==> src/rtl/iq_port_pkg.sv <==
package iq_port_pkg;
  // Output word formats
  typedef enum logic {
    FMT_SPLIT  = 1'b0,
    FMT_PACKED = 1'b1
  } fmt_e;
endpackage

==> src/rtl/iqp_hold_bank.sv <==
module iqp_hold_bank #(
  parameter int NCH = 4,
  parameter int DW  = 16
) (
  input  logic              clk,
  input  logic              rst_n,
  input  logic [NCH-1:0]    wr_en,
  input  logic [NCH*DW-1:0] wr_i,
  input  logic [NCH*DW-1:0] wr_q,
  input  logic [NCH-1:0]    take,
  output logic [NCH-1:0]    pend,
  output logic [NCH*DW-1:0] hold_i,
  output logic [NCH*DW-1:0] hold_q
);
  for (genvar c = 0; c < NCH; c++) begin : g_slot
    always_ff @(posedge clk or negedge rst_n) begin
      if (!rst_n) begin
        pend[c]             <= 1'b0;
        hold_i[c*DW +: DW]  <= '0;
        hold_q[c*DW +: DW]  <= '0;
      end else if (wr_en[c]) begin
        // a fresh sample always wins, even on the edge it is taken
        pend[c]             <= 1'b1;
        hold_i[c*DW +: DW]  <= wr_i[c*DW +: DW];
        hold_q[c*DW +: DW]  <= wr_q[c*DW +: DW];
      end else if (take[c]) begin
        pend[c]             <= 1'b0;
      end
    end


    slot_keep_chk: assert property (@(posedge clk) disable iff (!rst_n)
      !wr_en[c] |=> $stable(hold_i[c*DW +: DW]) && $stable(hold_q[c*DW +: DW]));
  end
endmodule

==> src/rtl/iqp_prio_pick.sv <==
module iqp_prio_pick #(
  parameter int N  = 4,
  localparam int IW = (N > 1) ? $clog2(N) : 1
) (
  input  logic          clk,
  input  logic          rst_n,
  input  logic [N-1:0]  req,
  output logic [N-1:0]  gnt,
  output logic [IW-1:0] idx,
  output logic          any
);
  always_comb begin
    gnt = '0;
    idx = '0;
    any = |req;
    for (int k = N - 1; k >= 0; k--) begin
      if (req[k]) begin
        gnt    = '0;
        gnt[k] = 1'b1;
        idx    = IW'(k);
      end
    end
  end


  grant_onehot_chk: assert property (@(posedge clk) disable iff (!rst_n)
    $onehot0(gnt) && (any == (gnt != '0)));

  grant_lowest_chk: assert property (@(posedge clk) disable iff (!rst_n)
    (gnt != '0) |-> (((gnt - 1'b1) & req) == '0));
endmodule

==> src/rtl/iqp_port_shifter.sv <==
module iqp_port_shifter
  import iq_port_pkg::*;
#(
  parameter int DW = 16,
  parameter int CW = 2
) (
  input  logic          clk,
  input  logic          rst_n,
  input  logic          cfg_concurrent,
  input  logic          pick_any,
  input  logic [CW-1:0] pick_idx,
  input  logic [DW-1:0] sel_i,
  input  logic [DW-1:0] sel_q,
  output logic          take,
  output logic          out_req,
  input  logic          out_ack,
  output logic [DW-1:0] out_data,
  output logic          out_iq,
  output logic [CW-1:0] out_tag
);
  localparam int HW = DW / 2;

  logic          q_due;
  logic [DW-1:0] q_save;
  logic          fire;
  fmt_e          fmt;

  assign fmt  = cfg_concurrent ? FMT_PACKED : FMT_SPLIT;
  assign fire = !out_req || out_ack;
  assign take = fire && !q_due && pick_any;

  always_ff @(posedge clk or negedge rst_n) begin
    if (!rst_n) begin
      out_req  <= 1'b0;
      out_data <= '0;
      out_iq   <= 1'b0;
      out_tag  <= '0;
      q_due    <= 1'b0;
      q_save   <= '0;
    end else if (fire) begin
      if (q_due) begin
        out_req  <= 1'b1;
        out_data <= q_save;
        out_iq   <= 1'b0;
        q_due    <= 1'b0;
      end else if (pick_any) begin
        out_req <= 1'b1;
        out_tag <= pick_idx;
        out_iq  <= 1'b1;
        if (fmt == FMT_PACKED) begin
          out_data <= {sel_i[DW-1 -: HW], sel_q[DW-1 -: HW]};
        end else begin
          out_data <= sel_i;
          q_save   <= sel_q;
          q_due    <= 1'b1;
        end
      end else begin
        out_req <= 1'b0;
      end
    end
  end


  stall_hold_chk: assert property (@(posedge clk) disable iff (!rst_n)
    (out_req && !out_ack) |=> out_req && $stable(out_data) && $stable(out_iq) && $stable(out_tag));

  q_after_i_chk: assert property (@(posedge clk) disable iff (!rst_n)
    (out_req && out_ack && q_due) |=> out_req && !out_iq && $stable(out_tag));
endmodule

==> src/rtl/iq_port_mux.sv <==
module iq_port_mux #(
  parameter int NCH = 4,
  parameter int DW  = 16,
  localparam int CW = (NCH > 1) ? $clog2(NCH) : 1
) (
  input  logic              clk,
  input  logic              rst_n,
  input  logic              cfg_concurrent,
  input  logic [NCH-1:0]    in_valid,
  input  logic [NCH*DW-1:0] in_i,
  input  logic [NCH*DW-1:0] in_q,
  output logic              out_req,
  input  logic              out_ack,
  output logic [DW-1:0]     out_data,
  output logic              out_iq,
  output logic [CW-1:0]     out_tag
);
  logic [NCH-1:0]    pend;
  logic [NCH-1:0]    gnt;
  logic [NCH-1:0]    take_vec;
  logic [NCH*DW-1:0] hold_i;
  logic [NCH*DW-1:0] hold_q;
  logic [CW-1:0]     pick_idx;
  logic              pick_any;
  logic              take;
  logic [DW-1:0]     sel_i;
  logic [DW-1:0]     sel_q;

  iqp_hold_bank #(.NCH(NCH), .DW(DW)) u_bank (
    .clk(clk), .rst_n(rst_n),
    .wr_en(in_valid), .wr_i(in_i), .wr_q(in_q),
    .take(take_vec), .pend(pend), .hold_i(hold_i), .hold_q(hold_q)
  );

  iqp_prio_pick #(.N(NCH)) u_pick (
    .clk(clk), .rst_n(rst_n),
    .req(pend), .gnt(gnt), .idx(pick_idx), .any(pick_any)
  );

  assign take_vec = gnt & {NCH{take}};
  assign sel_i    = hold_i[pick_idx*DW +: DW];
  assign sel_q    = hold_q[pick_idx*DW +: DW];

  iqp_port_shifter #(.DW(DW), .CW(CW)) u_shift (
    .clk(clk), .rst_n(rst_n), .cfg_concurrent(cfg_concurrent),
    .pick_any(pick_any), .pick_idx(pick_idx), .sel_i(sel_i), .sel_q(sel_q),
    .take(take), .out_req(out_req), .out_ack(out_ack),
    .out_data(out_data), .out_iq(out_iq), .out_tag(out_tag)
  );


  req_on_pend_chk: assert property (@(posedge clk) disable iff (!rst_n)
    (|pend) |=> out_req);
endmodule

==> config.mk <==
export PLATFORM = sky130hd
export DESIGN_NAME = iq_port_mux
export DESIGN_NICKNAME = d
export VERILOG_FILES = /design/src/rtl/iq_port_pkg.sv /design/src/rtl/iqp_hold_bank.sv /design/src/rtl/iqp_prio_pick.sv /design/src/rtl/iqp_port_shifter.sv /design/src/rtl/iq_port_mux.sv
export SDC_FILE = /design/constraint.sdc
export NUM_CORES = 1
export LEC_CHECK = 0
export BUFFER_PORTS_ARGS = -buffer_cell sky130_fd_sc_hd__buf_4
export CORE_MARGIN = 5
export CORE_UTILIZATION = 48
export CTS_CLUSTER_DIAMETER = 50
export DETAILED_ROUTE_END_ITERATION = 16
export GPL_TIMING_DRIVEN = 0
export PLACE_DENSITY = 0.71
export SLEW_MARGIN = 10
export SYNTH_ARGS = -nofsm -noshare
export SYNTH_HDL_FRONTEND = slang
export SYNTH_SLANG_ARGS = --single-unit
==> constraint.sdc <==
create_clock -name clk -period 2.9 [get_ports clk]
set_input_delay 0.58 -clock clk [delete_from_list [all_inputs] [get_ports clk]]
set_output_delay 0.58 -clock clk [all_outputs]
set_load 0.01 [all_outputs]
==> impl_metrics.csv, run 1 <==
group,metric,value,unit
routing,route.vias.total,5157,
worst_setup_path,cp-start-kind,"flip-flop",
pwr,internal_power,4.60,mW
global_routing,grt_usage,0.221,
pwr,power_switching,1.53,mW
pwr,power_leakage,4.17,nW
min_path,holdCritPathClass,"in -> async",
sta,period_minus_slack,2.41,ns
sta,finalHoldViolCount,0,
clocking,clkTransAtPathRegs,0.06,ns
clocking,htree_levels,4,
global_routing,first_global_vias,5595,
pwr,p_seq_frac,0.466,
global_routing,grt_pass1_wl,30400,microns
worst_setup_path,worstReg2RegEnd,"u_shift.q_save[13]",
final_layout,syn_to_final_growth,27.0,%
routing,routedWlPerCell,20.7,microns
worst_setup_path,r2r_start,"u_bank.pend[2]",
sta,slew_violations,0,
worst_setup_path,rrSetupSlack,0.49,ns
logic_synthesis,netlist_top_cells_area,"dfrtp_1 (57%), mux2_2 (19%), mux2i_1 (2.8%)",
sta,fin_setup_tns,0,ns
sta,setup_ws,0.487,ns
logic_synthesis,synth_edf_count,0,
final_layout,fin_util,0.620,
floorplan,std_cell_rows,45,
logic_synthesis,yosysTopAreaCellShare,0.572,
logic_synthesis,ys_seq_area_frac,0.572,
final_layout,fill_cells,1185,
pwr,peakVddDrop,0.000412,V
logic_synthesis,synth.distinct_cells,36,
clocking,postCtsHoldBufs,0,
worst_setup_path,crit_arrival,2.73,ns
logic_synthesis,yosysWarnings,0,
place,gp_congestion,0.827,
pwr,power_frac_clock,0.366,
sta,worstMarginPinSlew,0.821,ns
clocking,clock_latency,0.43,ns
sta,hold_ws,0.108,ns
routing,drc,0,
clocking,numCtsBuffers,17,
place,dpl.cell_count,887,
clocking,clock-sinks,169,
place,dp_hpwl,14200,microns
routing,viasPerCell,5.61,
floorplan,die_w,134,microns
floorplan,start_util,0.488,
place,dpl_cell_area,8800,sq um
logic_synthesis,synth_cells,546,
sta,finalSetupViolations,0,
clocking,cts_root_buf,"clkbuf_16",
clocking,clock_path_buffers,2,
place,pre_cts_ws,0.562,ns
worst_setup_path,cp_data_required_time,3.22,ns
routing,finalWirelength,19100,microns
pwr,netSwitchingFraction,0.249,
logic_synthesis,ys_ff_latch,169,
place,portBuffers,152,
final_layout,stdcell_area,9390,sq um
routing,dr.first_iter.drc_count,373,
pwr,p_total,6.12,mW
outcome,status,"finished clean",
logic_synthesis,avgSynthCellArea,13.5,sq um
worst_setup_path,path_max_fanout,10,
logic_synthesis,synth-async-reset-ratio,1.00,
final_layout,nets,854,
sta,relSlewSlack,0.453,
final_layout,insertedDiodeCount,0,
global_routing,grt_start_max_net_pins,95,
logic_synthesis,synth_area,7390,sq um
floorplan,core_area,15100,sq um
sta,finalCritPeriodShare,0.832,
pwr,p_per_area,652,nW/um^2
clocking,tritoncts,"built",
logic_synthesis,syn_nets,682,
sta,grt_setup_unrepaired,"false",
floorplan,die_h,134,microns
sta,fin_skew,0.00927,ns
final_layout,finalNonFillerCells,919,
logic_synthesis,synth_area_leader_cell,"dfrtp_1",
worst_setup_path,crit_type,"reg -> reg",
worst_setup_path,cp-end-kind,"flip-flop",
logic_synthesis,ys.flop_type,"dfrtp_1",
sta,fmax,414,MHz
global_routing,globalRouteOverflowTotal,0,
run,cap_violations,0,
routing,ant_nets,0,
clocking,ctsResizeCount,0,
worst_setup_path,ff2ff_path_depth,6,
floorplan,ios,156,
routing,drtPass1Iterations,5,
floorplan,dieArea,18000,sq um
global_routing,antenna_found_initial,0,
pwr,combPwrFrac,0.168,
clocking,post-cts-setup-buffers,0,
final_layout,drive_above_1_share,0.450,
[cell usage after synthesis, drive strengths merged (7+ instances only)]
cell / n
mux2: 136
a2bb2oi: 8
o21ai: 17
o22ai: 32
dfrtp: 169
a31oi: 8
or3: 10
o22a: 7
mux2i: 21
nor2: 20
inv: 11
mux4: 9
nand2: 20
a21oi: 26
buf: 10
clkbuf: 24
[final cells by class]
class                           instances  area, sq um  share of cell area
Timing Repair Buffer                  153         1180               0.125
Tap cell                              188          235              0.0251
Inverter                               12         45.0             0.00480
Sequential cell                       169         4230               0.450
Clock buffer                           24          492              0.0524
Clock inverter                          8         92.6             0.00986
Buffer                                 34          169              0.0180
Multi-Input combinational cell        331         2950               0.314
[cell usage in the layout (no fill, tap or decap), types with 2 or more instances in the layout]
master     count
bufinv_16      2
nand2_1       19
clkbuf_16     17
mux2_4        10
a21oi_1       25
nor3_1         2
mux2i_1       21
clkbuf_8       4
nor2_1        19
a2bb2oi_1      8
or3_1         10
o22a_1         7
o21bai_1       2
buf_6          3
clkbuf_1      27
nand2b_1       3
a31oi_1        8
o22ai_1       32
buf_2          2
mux2_2       126
clkinv_2       5
buf_4        151
inv_1         11
o21ai_0       17
a21o_1         3
dfrtp_1      169
buf_1          4
mux4_1         8
[state kept, by name (all words and copies together) (netlist names)]
signal and cells:
u_bank.hold_i 64, u_bank.hold_q 64, u_bank.pend 4, u_shift.out_data 16, u_shift.out_iq 1, u_shift.out_req 1
u_shift.out_tag 2, u_shift.q_due 1, u_shift.q_save 16
[worst max path at each step]
stage | from | end | slack, ns | depth (start not counted)
floorplan | u_bank.pend[2] | u_shift.q_save[7] | 0.98 | 7
global placement | rst_n | u_bank.hold_q[11] | 0.38 | 1
detailed placement | u_bank.pend[2] | u_shift.q_save[13] | 0.56 | 6
CTS | u_bank.pend[2] | u_shift.q_save[8] | 0.54 | 6
global route | u_bank.pend[2] | u_shift.q_save[12] | 0.40 | 6
finish | u_bank.pend[2] | u_shift.q_save[13] | 0.49 | 6
[power groups by stage]
| stage | clock network (mW) | logic [mW] | registers (mW) |
|---|---|---|---|
| 2_1_floorplan | 0 | 0.577 | 2.84 |
| 3_3_place_gp | 0 | 1.00 | 2.87 |
| 3_5_place_dp | 0 | 1.04 | 2.89 |
| 4_1_cts | 2.28 | 1.04 | 2.85 |
| 5_1_grt | 2.39 | 1.12 | 2.88 |
| 6_report | 2.24 | 1.03 | 2.85 |
[worst max-delay path: stages (launching register included)]
cell,delay [ns]
dfrtp_1,0.43
nor2_1,0.09
nor3_2,0.52
buf_2,0.43
mux2i_1,0.35
mux2i_1,0.19
mux2_2,0.29
[cells by family after synthesis]
group,Yosys count,synth area share
muxes,166,0.272
buffers and inverters,46,0.0289
and+or+nand+nor,60,0.0383
DFF,169,0.572
AOI/OAI and AO/OA,105,0.0885
[routing by layer]
metal / track usage / up-vias / routed length [microns] / share of wire
met4: 0.0696 / 0 / 406 / 0.021
met5: 0 / - / 0 / 0
met1: 0.289 / 2624 / 8130 / 0.43
li1: - / 2345 / - / -
met2: 0.360 / 160 / 9350 / 0.49
met3: 0.0641 / 28 / 1170 / 0.061
Note: power is estimated with default switching activity, not from simulation.
==> run 2: changes to the inputs <==
Clock period 2.9 ns to 2.45 ns, I/O delays scaled along.
==> run 2 against run 1 <==
Compared with the run above:
- non-clock buffer count unchanged
- total power increased by 18%
- first-iteration DRC count increased by 6.2%
- combinational power increased by 18%
- design area increased by 0.13%
- largest cell class unchanged
- highest routed layer unchanged
==> impl_metrics.csv, run 2 (synthesis gave the netlist of run 1 again) <==
group,metric,value,unit
outcome,status,"finished clean",
clocking,clock-sinks,169,
run,cap_violations,0,
floorplan,dieArea,18000,sq um
pwr,p_seq_frac,0.466,
global_routing,grt_usage,0.221,
final_layout,final_common_cell,"dfrtp_1",
routing,m1WireLength,8040,microns
final_layout,layout_common_cells,"dfrtp_1 (169), buf_4 (151), mux2_2 (126)",
pwr,netSwitchingFraction,0.250,
routing,finalWirelength,19100,microns
sta,fmax,444,MHz
routing,dr.first_iter.drc_count,396,
final_layout,finalNonFillerCells,919,
pwr,p_per_area,771,nW/um^2
clocking,htree_levels,4,
sta,finalHoldViolCount,0,
worst_setup_path,r2r_start,"u_bank.pend[1]",
routing,drtPass1Iterations,5,
sta,finalSetupViolations,0,
routing,routedWlPerCell,20.8,microns
place,dpl_cell_area,8800,sq um
floorplan,die_h,134,microns
final_layout,syn_to_final_growth,27.2,%
floorplan,core_area,15100,sq um
pwr,power_frac_clock,0.366,
routing,route.vias.total,5165,
place,portBuffers,152,
pwr,power_switching,1.81,mW
worst_setup_path,path_max_fanout,10,
worst_setup_path,path_cells,"inv_1 -> a21oi_1 -> clkbuf_1 -> o22ai_1 -> or3_1 -> a21oi_1",
routing,viasPerCell,5.62,
pwr,power_leakage,4.18,nW
global_routing,grt_pass1_wl,30400,microns
sta,grt_setup_unrepaired,"false",
sta,hold_ws,0.0171,ns
sta,setup_ws,0.198,ns
floorplan,start_util,0.488,
clocking,clock_latency,0.43,ns
place,dpl.cell_count,887,
clocking,tritoncts,"built",
routing,maxUsedRoutingLayer,"met4",
global_routing,antenna_found_initial,0,
clocking,clkTransAtPathRegs,0.06,ns
worst_setup_path,crit_arrival,2.60,ns
final_layout,nets,854,
pwr,peakVddDrop,0.000489,V
floorplan,std_cell_rows,45,
sta,fin_skew,0.00957,ns
final_layout,stdcell_area,9400,sq um
worst_setup_path,cp-start-kind,"flip-flop",
global_routing,globalRouteOverflowTotal,0,
place,gp_congestion,0.827,
floorplan,die_w,134,microns
worst_setup_path,cp-end-kind,"flip-flop",
worst_setup_path,cp_common_cell,"a21oi_1",
final_layout,reg_top3,"u_bank.hold_i: 64 flops, u_bank.hold_q: 64 flops",
worst_setup_path,path_buf_inv,2,
routing,wl_met3,1250,microns
min_path,holdCritPathClass,"in -> async",
sta,fin_setup_tns,0,ns
sta,period_minus_slack,2.25,ns
sta,worstMarginPinSlew,0.832,ns
final_layout,drive_above_1_share,0.451,
routing,ant_nets,0,
routing,drc,0,
worst_setup_path,cp-startpoint,"u_bank.pend[1]",
global_routing,grt_start_max_net_pins,95,
clocking,clock_path_buffers,2,
place,pre_cts_ws,0.112,ns
pwr,combPwrFrac,0.168,
sta,finalCritPeriodShare,0.919,
sta,slew_violations,0,
place,dp_hpwl,14200,microns
worst_setup_path,cp_top_family,"compound AO/OA/AOI/OAI gates",
final_layout,fill_cells,1183,
sta,relSlewSlack,0.445,
worst_setup_path,max_stage_delay,0.50,ns
clocking,numCtsBuffers,17,
worst_setup_path,crit_type,"reg -> reg",
pwr,internal_power,5.44,mW
floorplan,ios,156,
global_routing,first_global_vias,5595,
clocking,postCtsHoldBufs,0,
worst_setup_path,cp_data_required_time,2.80,ns
final_layout,insertedDiodeCount,0,
routing,wl_met2,9390,microns
worst_setup_path,cpMaxStageDelayCell,"a21oi_1",
clocking,cts_root_buf,"clkbuf_16",
run 2: cell counts in the layout (fill, tap and decap cells not counted):
Identical to the previous run, type by type.
run 2: metrics by stage:
| step | power (mW) | util |
|---|---|---|
| 2_1_floorplan | 4.05 | - |
| 3_3_place_gp | 4.59 | 0.579 |
| 3_5_place_dp | 4.65 | 0.581 |
| 4_1_cts | 7.30 | 0.620 |
| 5_1_grt | 7.57 | 0.621 |
| 6_report | 7.25 | 0.621 |
run 2: area by class of cell:
| cell class | count | area (sq um) | share of cell area |
|---|---|---|---|
| inverters | 12 | 45.0 | 0.00479 |
| well taps | 188 | 235 | 0.0250 |
| multi-input cells | 331 | 2960 | 0.315 |
| repair buffers | 153 | 1180 | 0.125 |
| clock inverters | 8 | 92.6 | 0.00985 |
| clock buffers | 24 | 492 | 0.0523 |
| plain buffers | 34 | 169 | 0.0180 |
| flip-flops and latches | 169 | 4230 | 0.450 |
run 2: routing by layer:
metal / vias up / GRT usage
li1: 2346 / -
met1: 2616 / 0.289
met2: 175 / 0.360
met3: 28 / 0.0641
met4: 0 / 0.0696
met5: - / 0
run 2: path summary, 6_finish.rpt:
path	end	slack [ns]	cells after the start
worst max-delay path	u_shift.out_data[14]	0.20	6
worst min-delay path	u_bank.hold_i[44]	0.02	1
worst max register to register	u_shift.out_data[14]	0.20	6
worst min register to register	u_shift.out_iq	0.48	2
max in group asynchronous	u_shift.out_data[1]	1.59	2
min in group clk	u_bank.hold_i[31]	0.27	3
run 2: repair_timing:
action                                  CTS  global route
resized for setup                         0             2
setup buffers                             0             0
endpoints found under the setup margin    0            12
run 2: power by group through the flow:
stage | combinational (mW) | clock (mW) | sequential (mW)
finish | 1.22 | 2.66 | 3.38
global route | 1.33 | 2.83 | 3.41
CTS | 1.23 | 2.70 | 3.37
detailed placement | 1.23 | 0 | 3.42
global placement | 1.18 | 0 | 3.40
floorplan | 0.683 | 0 | 3.37
